<file path="src/rtl/eirq_pkg.sv">
package eirq_pkg;

  localparam int SLOT_W = 4;
  localparam int MODE_W = 3;

  typedef enum logic [MODE_W-1:0] {
    TRIG_LOW  = 3'd0,
    TRIG_HIGH = 3'd1,
    TRIG_FALL = 3'd2,
    TRIG_RISE = 3'd3,
    TRIG_BOTH = 3'd4
  } trig_e;

  typedef enum logic [1:0] {
    RSEL_CFG  = 2'd0,
    RSEL_MASK = 2'd1,
    RSEL_PEND = 2'd2,
    RSEL_NONE = 2'd3
  } rsel_e;

  // Decide whether one pin fires this cycle from its mode and two samples.
  function automatic logic trig_hit(input logic [MODE_W-1:0] mode,
                                    input logic cur, input logic prev);
    case (mode)
      TRIG_LOW:  return !cur;
      TRIG_HIGH: return cur;
      TRIG_FALL: return prev && !cur;
      TRIG_RISE: return !prev && cur;
      TRIG_BOTH: return prev != cur;
      default:   return 1'b0;
    endcase
  endfunction

endpackage

</file>
<file path="src/rtl/eirq_sync.sv">
module eirq_sync #(
  parameter int WIDTH  = 32,
  parameter int STAGES = 2
) (
  input  logic             clk,
  input  logic             rst_n,
  input  logic [WIDTH-1:0] raw,
  output logic [WIDTH-1:0] cur,
  output logic [WIDTH-1:0] prev
);

  logic [STAGES-1:0][WIDTH-1:0] stg;
  logic [WIDTH-1:0]             last;

  always_ff @(posedge clk or negedge rst_n) begin
    if (!rst_n) begin
      stg  <= '0;
      last <= '0;
    end else begin
      stg[0] <= raw;
      for (int i = 1; i < STAGES; i++) stg[i] <= stg[i-1];
      last <= stg[STAGES-1];
    end
  end

  assign cur  = stg[STAGES-1];
  assign prev = last;

endmodule

</file>
<file path="src/rtl/eirq_detect.sv">
module eirq_detect
  import eirq_pkg::*;
#(
  parameter int PINS = 8
) (
  input  logic [PINS-1:0][MODE_W-1:0] mode,
  input  logic [PINS-1:0]             cur,
  input  logic [PINS-1:0]             prev,
  output logic [PINS-1:0]             hit
);

  for (genvar k = 0; k < PINS; k++) begin : g_pin
    assign hit[k] = trig_hit(mode[k], cur[k], prev[k]);
  end

endmodule

</file>
<file path="src/rtl/eirq_bank.sv">
module eirq_bank
  import eirq_pkg::*;
#(
  parameter int PINS   = 8,
  parameter int DATA_W = 32
) (
  input  logic              clk,
  input  logic              rst_n,
  input  logic              wr_en,
  input  rsel_e             sel,
  input  logic [DATA_W-1:0] wdata,
  input  logic [PINS-1:0]   cur,
  input  logic [PINS-1:0]   prev,
  output logic [DATA_W-1:0] cfg_word,
  output logic [PINS-1:0]   mask_q,
  output logic [PINS-1:0]   pend_q
);

  localparam int CFG_USED = PINS * SLOT_W;

  logic [PINS-1:0][MODE_W-1:0] mode_q;
  logic [PINS-1:0]             hit;
  logic [PINS-1:0]             clr;
  logic                        unused_wbits;

  eirq_detect #(.PINS(PINS)) u_detect (
    .mode (mode_q),
    .cur  (cur),
    .prev (prev),
    .hit  (hit)
  );

  always_ff @(posedge clk or negedge rst_n) begin
    if (!rst_n) begin
      mode_q <= '0;
    end else if (wr_en && sel == RSEL_CFG) begin
      for (int k = 0; k < PINS; k++) mode_q[k] <= wdata[k*SLOT_W +: MODE_W];
    end
  end

  always_ff @(posedge clk or negedge rst_n) begin
    if (!rst_n) begin
      mask_q <= '1;
    end else if (wr_en && sel == RSEL_MASK) begin
      mask_q <= wdata[PINS-1:0];
    end
  end

  assign clr = (wr_en && sel == RSEL_PEND) ? wdata[PINS-1:0] : '0;

  // A trigger event in the same cycle as a clear wins.
  always_ff @(posedge clk or negedge rst_n) begin
    if (!rst_n) pend_q <= '0;
    else        pend_q <= (pend_q & ~clr) | hit;
  end

  for (genvar k = 0; k < PINS; k++) begin : g_slot
    assign cfg_word[k*SLOT_W +: SLOT_W] = {{(SLOT_W-MODE_W){1'b0}}, mode_q[k]};
  end
  if (DATA_W > CFG_USED) begin : g_pad
    assign cfg_word[DATA_W-1:CFG_USED] = '0;
  end

  assign unused_wbits = ^wdata;

endmodule

</file>
<file path="src/rtl/eirq_ctrl.sv">
module eirq_ctrl
  import eirq_pkg::*;
#(
  parameter int  NUM_BANKS   = 4,
  parameter int  BANK_PINS   = 8,
  parameter int  DIRECT_PINS = 16,
  parameter int  SYNC_STAGES = 2,
  parameter int  DATA_W      = 32,
  localparam int NUM_PINS    = NUM_BANKS * BANK_PINS,
  localparam int BANK_AW     = (NUM_BANKS > 1) ? $clog2(NUM_BANKS) : 1,
  localparam int ADDR_W      = BANK_AW + 2
) (
  input  logic                   clk,
  input  logic                   rst_n,
  input  logic [NUM_PINS-1:0]    pin_in,
  input  logic [ADDR_W-1:0]      bus_addr,
  input  logic                   bus_wr,
  input  logic                   bus_rd,
  input  logic [DATA_W-1:0]      bus_wdata,
  output logic [DATA_W-1:0]      bus_rdata,
  output logic [DIRECT_PINS-1:0] irq_direct,
  output logic                   irq_shared
);

  localparam int SHARED_PINS = NUM_PINS - DIRECT_PINS;

  logic [NUM_PINS-1:0]               pin_cur;
  logic [NUM_PINS-1:0]               pin_prev;
  logic [NUM_PINS-1:0]               pend_all;
  logic [NUM_PINS-1:0]               mask_all;
  logic [NUM_BANKS-1:0][DATA_W-1:0]  cfg_words;
  logic [BANK_AW-1:0]                bank_idx;
  rsel_e                             sel;

  assign bank_idx = bus_addr[ADDR_W-1:2];
  assign sel      = rsel_e'(bus_addr[1:0]);

  eirq_sync #(.WIDTH(NUM_PINS), .STAGES(SYNC_STAGES)) u_sync (
    .clk  (clk),
    .rst_n(rst_n),
    .raw  (pin_in),
    .cur  (pin_cur),
    .prev (pin_prev)
  );

  for (genvar b = 0; b < NUM_BANKS; b++) begin : g_bank
    logic wr_here;
    assign wr_here = bus_wr && (bank_idx == BANK_AW'(b));

    eirq_bank #(.PINS(BANK_PINS), .DATA_W(DATA_W)) u_bank (
      .clk     (clk),
      .rst_n   (rst_n),
      .wr_en   (wr_here),
      .sel     (sel),
      .wdata   (bus_wdata),
      .cur     (pin_cur[b*BANK_PINS +: BANK_PINS]),
      .prev    (pin_prev[b*BANK_PINS +: BANK_PINS]),
      .cfg_word(cfg_words[b]),
      .mask_q  (mask_all[b*BANK_PINS +: BANK_PINS]),
      .pend_q  (pend_all[b*BANK_PINS +: BANK_PINS])
    );
  end

  always_comb begin
    bus_rdata = '0;
    if (bus_rd) begin
      case (sel)
        RSEL_CFG:  bus_rdata = cfg_words[bank_idx];
        RSEL_MASK: bus_rdata = DATA_W'(mask_all[int'(bank_idx)*BANK_PINS +: BANK_PINS]);
        RSEL_PEND: bus_rdata = DATA_W'(pend_all[int'(bank_idx)*BANK_PINS +: BANK_PINS]);
        default:   bus_rdata = '0;
      endcase
    end
  end

  assign irq_direct = pend_all[DIRECT_PINS-1:0] & ~mask_all[DIRECT_PINS-1:0];
  assign irq_shared = |(pend_all[NUM_PINS-1 -: SHARED_PINS] & ~mask_all[NUM_PINS-1 -: SHARED_PINS]);

endmodule

</file>
<file path="config.mk">
export PLATFORM = sky130hd
export DESIGN_NAME = eirq_ctrl
export DESIGN_NICKNAME = d
export VERILOG_FILES = /design/src/rtl/eirq_pkg.sv /design/src/rtl/eirq_sync.sv /design/src/rtl/eirq_detect.sv /design/src/rtl/eirq_bank.sv /design/src/rtl/eirq_ctrl.sv
export SDC_FILE = /design/constraint.sdc
export NUM_CORES = 1
export LEC_CHECK = 0
export ABC_AREA = 1
export BUFFER_PORTS_ARGS = -buffer_cell sky130_fd_sc_hd__buf_2
export CAP_MARGIN = 30
export CORE_MARGIN = 1
export CORE_UTILIZATION = 58
export CTS_CLUSTER_DIAMETER = 200
export DETAILED_ROUTE_END_ITERATION = 8
export GPL_TIMING_DRIVEN = 0
export HOLD_SLACK_MARGIN = 0.02
export PLACE_DENSITY = 0.78
export SYNTH_ARGS = -nofsm -noshare
export SYNTH_HDL_FRONTEND = slang
export SYNTH_SLANG_ARGS = --single-unit
</file>
<file path="constraint.sdc">
create_clock -name clk -period 2.8 [get_ports clk]
set_clock_uncertainty 0.2 [all_clocks]
set_input_delay 0.56 -clock clk [delete_from_list [all_inputs] [get_ports clk]]
set_output_delay 0.56 -clock clk [all_outputs]
set_load 0.02 [all_outputs]
</file>
# ---- Word-level counts from Yosys, hierarchy flattened
# Cells that the tools add are included.
dict set report op_classes {
  order_cmp 1
  n_eq_ne 165
  shifts 2
  n_mux 40
  n_bitwise 16
  reduce_logical 179
}
# operator n
set ops {}
lappend ops {{3-bit by 2-bit == test with 1-bit output, second input constant} 64}
lappend ops {{1-bit one-hot mux with 5 select lines} 32}
lappend ops {{3-bit by 1-bit == test with 1-bit output, second input constant} 32}
lappend ops {{3-bit == test, second input constant} 32}
lappend ops {{3-bit logical NOT} 32}
lappend ops {{32-bit one-hot mux with 3 select lines} 1}
lappend ops {{1-bit logical AND} 80}
lappend ops {{32-bit binary-select mux with 2-bit select} 1}
lappend ops {{1-bit logical NOT} 64}
lappend ops {{32-bit two-way mux} 2}
lappend ops {{32-bit by 6-bit indexed part select with 8-bit output} 2}
lappend ops {{16-bit AND} 2}
lappend ops {{8-bit AND} 4}
lappend ops {{8-bit two-way mux} 4}
lappend ops {{1-bit inequality test} 32}
lappend ops {{16-bit NOT} 2}
lappend ops {{8-bit NOT} 4}
lappend ops {{8-bit OR} 4}
lappend ops {{16-bit OR reduction} 1}
lappend ops {{2-bit == test, second input constant} 3}
lappend ops {{2-bit by 1-bit == test with 1-bit output, second input constant} 2}
lappend ops {{2-bit logical NOT} 2}
lappend ops {{2-bit by 3-bit < comparator with 1-bit output, second input constant} 1}
dict set report totals {
  ff_bits 256
  in_bits 72
  out_inout_bits 49
  elab_cells 446
}

# ---- Longest topological paths before layout
dict set report depth {
  depth_word 7
  ltp_mapped 11
  mapped_depth_nobuf 9
}

# ---- By module
# Synthesis repeated with hierarchy kept, for this count alone.
dict set report unflattened {
  cells_unflattened 1951
  area_unflattened_um2 14849.2
}
# mod instances cells_each area_per_inst_um2 seq_area_each_um2
set modules_own_cells {}
lappend modules_own_cells {eirq_bank 4 185 1788.0 1011.0}
lappend modules_own_cells {eirq_detect 4 159 769.5 0.0}
lappend modules_own_cells {eirq_sync 1 128 2642.5 2402.3}
lappend modules_own_cells {eirq_ctrl 1 447 1976.9 0.0}

# ---- Least setup slack after synthesis
# No wires, ideal clock.
dict set report synth_path {
  kind {input to output}
  startpoint {input port bus_addr[0]}
  endpoint {output port bus_rdata[1]}
  arrival_ns 1.989
  required_time_ns 2.040
  setup_slack_ns 0.051
  cell_stages 10
  path_buffers 3
  path_cell_list {inv_1 -> ha_1 -> buf_2 -> inv_1 -> buf_2 -> buf_2 -> nand2_1 -> nand3_1 -> nand2_1 -> o21ai_0}
}
dict set report synth_between {
  elab_chain_cells 3
  word_cells_on_any_way 5
  classes_between {2 x eq/ne; 2 x mux; 1 x reduce/logical}
}
# item line
set synth_rtl {}
lappend synth_rtl {{start: declaration} eirq_ctrl.sv:16} ;# input logic [ADDR_W-1:0] bus_addr,
lappend synth_rtl {{2-bit == test, or another cell as far along} eirq_ctrl.sv:67} ;# case (sel)
lappend synth_rtl {{32-bit one-hot mux with 3 select lines *} eirq_ctrl.sv:67}
lappend synth_rtl {{32-bit two-way mux *} eirq_ctrl.sv:66} ;# if (bus_rd) begin
lappend synth_rtl {{end: declaration} eirq_ctrl.sv:20} ;# output logic [DATA_W-1:0] bus_rdata,
# Mark *: on every way between the ends. The rest lies on a longest branch, timed or not.

# ---- Worst setup path after layout
dict set report layout_path {
  startpoint {input port bus_addr[3]}
  endpoint {output port bus_rdata[13]}
}
dict set report layout_between {
  elab_chain_cells 4
}
# item line
set layout_rtl {}
lappend layout_rtl {{32-bit binary-select mux with 2-bit select} eirq_ctrl.sv:68} ;# RSEL_CFG: bus_rdata = cfg_words[bank_idx];
lappend layout_rtl {{32-bit two-way mux (not written as such)} eirq_ctrl.sv:68}
lappend layout_rtl {{32-bit one-hot mux with 3 select lines} eirq_ctrl.sv:67}
lappend layout_rtl {{32-bit two-way mux} eirq_ctrl.sv:66}
# No other way between the ends. The select of a mux whose other input is x is not followed.

==> flow_metrics.py <==
metrics = {
    "run_status": {
        "outcome": "complete, no violations",
    },
    "die": {
        "die_w_um": 149,
        "die_area_mm2": 0.0223,
        "start_util_pct": 59.4,
        "fp.dieH_um": 149,
        "io_pins": 121,
        "core-area_mm2": 0.0212,
        "row_count": 53,
    },
    "setup_path": {
        "max_stage_delay_ns": 0.30,
        "critPathTopFamily": "buffers and inverters",
        "crit_fanout": 10,
        "start_kind": "input pin",
        "worst-path-buf-inv": 4,
        "end_kind": "primary output",
        "crit_chain": "buf_2 -> inv_2 -> nand2_1 -> buf_2 -> o22ai_2 -> nor2_1 -> nor2_1 -> buf_2",
        "crit_required_ns": 2.04,
        "slowest_stage": "buf_2",
        "arrival_ns": 2.04,
        "cpMostUsedCell": "buf_2",
        "path_class": "input pin to primary output",
    },
    "synth": {
        "postSynthCellCount": 1549,
        "seq_area_frac_synth_pct": 51.3,
        "post_synth.cell_area_avg_um2": 8.11,
        "synth_top_cell_by_area": "dfrtp_1",
        "synth_cell_types": 28,
        "synth-seq-cells": 256,
        "syn_area_mm2": 0.0126,
        "ys_top_cells_by_area": "dfrtp_1, nand2_1, o21ai_0, inv_1, ha_1",
        "synth.top_cell.area_share_pct": 44.6,
        "yosysWarnings": 0,
    },
    "run": {
        "cap_violations": 0,
    },
    "hold_path": {
        "min-delay-path-class": "register to register",
    },
    "drt": {
        "drc": 0,
        "dr_total_vias": 11300,
        "antenna_left": 0,
        "drt-wirelength-per-cell_um": 17.8,
        "routed_via_density": 5.59,
        "totalWireLength_um": 36000,
        "drt-initial-drc-count": 1111,
        "drtPass1Iterations": 6,
    },
    "sta": {
        "max_freq_mhz": 357,
        "finalCritPeriodShare_pct": 99.9,
        "worst_pin_slew_ns": 0.859,
        "slew_viol_final": 0,
        "setup_ws_ns": 0.00239,
        "finalSetupViolCount": 0,
        "min_period_ns": 2.80,
        "hold_ws_ns": 0.146,
        "finalHoldViolCount": 0,
        "rsz0062_at_grt": "true",
        "slew-limit-headroom_pct": 42.8,
    },
    "grt": {
        "overflow": 0,
        "grt_pass1_wl_um": 55900,
        "grt_util_all_layers_pct": 33.2,
        "grt_max_degree": 109,
        "antenna_found_initial": 0,
        "grt_pass1_vias": 10800,
    },
    "power_and_ir_drop": {
        "swShare_pct": 31.1,
        "powerDensity_mw_per_mm2": 681,
        "leakage_nw": 7.62,
        "power.net_switching_mw": 3.16,
        "combPwrFrac_pct": 19.7,
        "sequentialPowerShare_pct": 46.0,
        "irDropWorstVdd_uv": 509,
        "p_total_mw": 10.2,
        "clkPwrFrac_pct": 34.3,
        "p_int_mw": 7.01,
    },
    "clock_network": {
        "clkLatencyLatePin_ns": 0.55,
        "cts_max_path_buffers": 3,
        "root_buffer": "clkbuf_16",
        "numCtsBuffers": 27,
        "tritoncts": "done",
        "cts_sinks": 256,
        "clk_transition_reported_paths_ns": 0.06,
        "htreeDepth": 1,
    },
    "final_layout": {
        "final_layout_size_suffix_gt1_share_pct": 14.8,
        "fillCellCount": 1688,
        "fin_cells": 2026,
        "finish.instance_area_mm2": 0.0149,
        "diodes": 0,
        "seq_area_mm2": 0.00645,
        "syn_to_final_growth_pct": 18.9,
        "fin_nets": 1870,
        "multiInputGateArea_mm2": 0.00508,
    },
    "place": {
        "preCtsSetupSlack_ns": -0.471,
        "place_hpwl_um": 25800,
        "gp_congestion": 0.950,
        "portBuffers": 108,
        "place_area_mm2": 0.0135,
        "dp.cells": 1939,
    },
}
==> routing by layer <==
metal	routed length, um	vias up	GRT usage, %
met2	16700	552	53.5
met4	1890	0	18.0
met3	2970	114	4.62
met5	0	-	0
met1	14500	5401	43.7
li1	-	5252	-
==> state kept, by name (all words and copies together), names as in the netlist <==
| signal | count |
|---|---|
| g_bank.u_bank.cfg_word | 96 |
| g_bank.u_bank.mask_q | 32 |
| g_bank.u_bank.pend_q | 32 |
| u_sync.cur | 32 |
| u_sync.prev | 32 |
| u_sync.stg | 32 |
==> worst register-to-register path, delay by kind of cell, from the launching register on <==
family / cells / cell delay [ns]
adders and majority gates: 1 / 0.21
DFF: 1 / 0.45
and+or+nand+nor: 5 / 0.51
==> logic make-up (layout without fill, tap and decap cells) <==
| group | count (synthesis) | in the layout | share of synthesized area, % |
|---|---|---|---|
| AO/OA/AOI/OAI | 265 | 265 | 11.0 |
| XOR/XNOR | 4 | 4 | 0.279 |
| adder cells (fa/ha/maj) | 68 | 68 | 6.77 |
| buffers and inverters | 295 | 492 | 9.16 |
| flip-flops | 256 | 256 | 51.3 |
| other | 1 | 6 | 0.0298 |
| AND/OR/NAND/NOR | 660 | 660 | 21.5 |
==> cell usage after synthesis <==
| cell type | n |
|---|---|
| a21oi_1 | 9 |
| buf_1 | 2 |
| buf_2 | 17 |
| buf_4 | 6 |
| clkbuf_1 | 31 |
| clkinv_1 | 1 |
| conb_1 | 1 |
| dfrtp_1 | 224 |
| dfstp_2 | 32 |
| ha_1 | 68 |
| inv_1 | 235 |
| inv_2 | 3 |
| nand2_1 | 353 |
| nand2_2 | 1 |
| nand3_1 | 124 |
| nand3_2 | 1 |
| nand3b_1 | 2 |
| nand4_1 | 4 |
| nor2_1 | 160 |
| nor2_2 | 3 |
| nor2_4 | 1 |
| nor3_1 | 1 |
| o211ai_1 | 4 |
| o21ai_0 | 183 |
| o21ai_1 | 33 |
| o22ai_1 | 36 |
| or2_2 | 10 |
| xnor2_1 | 4 |
==> stage by stage <==
step                utilization [%]  TNS (ns)
finish                         70.6         0
global route                   70.6    -0.306
CTS                            70.3         0
detailed placement             64.0     -8.03
global placement               63.7   -851.62
floorplan                         -         0
==> power by group through the flow <==
| stage | combinational, mW | clock [mW] | sequential [mW] |
|---|---|---|---|
| floorplan | 1.31 | 0 | 4.60 |
| global placement | 1.80 | 0 | 4.69 |
| detailed placement | 1.88 | 0 | 4.72 |
| CTS | 1.96 | 3.54 | 4.66 |
| global route | 2.26 | 3.69 | 4.74 |
| finish | 2.00 | 3.50 | 4.68 |
==> layout make-up <==
cell class | instances | area share (%)
tap | 275 | 2.30
clock buffer | 42 | 5.30
sequential | 256 | 43.1
buffer | 55 | 2.03
timing repair buffer | 148 | 6.73
multi-input combinational | 1003 | 34.0
inverter | 239 | 6.04
clock inverter | 8 | 0.477
==> repair_timing <==
item	in CTS	in global routing
endpoints found under the setup margin	26	22
buffers inserted	5	0
gates resized for setup	44	28
pin swaps	5	2
hold buffers	33	0
hold endpoints to repair	80	0
==> cells in the final DEF, fill, tap and decap left out, drive strengths merged <==
master	instances
or2	10
o22ai	36
dfrtp	224
a21oi	9
nor3	1
nand2	354
dfstp	32
conb	6
o21ai	216
o211ai	4
clkinvlp	1
ha	68
clkinv	6
dlygate4sd3	33
nor2	164
nand3	125
buf	141
inv	239
nand3b	2
bufinv	1
xnor2	4
nand4	4
clkbuf	71
==> final timing paths <==
kind | start | endpoint | slack (ns) | cells after the start
max reg2reg | u_sync.cur[31]$_DFF_PN0_ | g_bank[3].u_bank.pend_q[7]$_DFF_PN0_ | 1.31 | 6
max in group asynchronous | rst_n | g_bank[2].u_bank.cfg_word[22]$_DFFE_PN0P_ | 1.20 | 3
min | u_sync.stg[10]$_DFF_PN0_ | u_sync.cur[10]$_DFF_PN0_ | 0.15 | 0
max | bus_addr[3] | bus_rdata[13] | 0.002 | 8
min reg2reg | u_sync.stg[10]$_DFF_PN0_ | u_sync.cur[10]$_DFF_PN0_ | 0.15 | 0
min in group asynchronous | rst_n | u_sync.cur[27]$_DFF_PN0_ | 0.32 | 2
(Power assumes the default switching activity.)
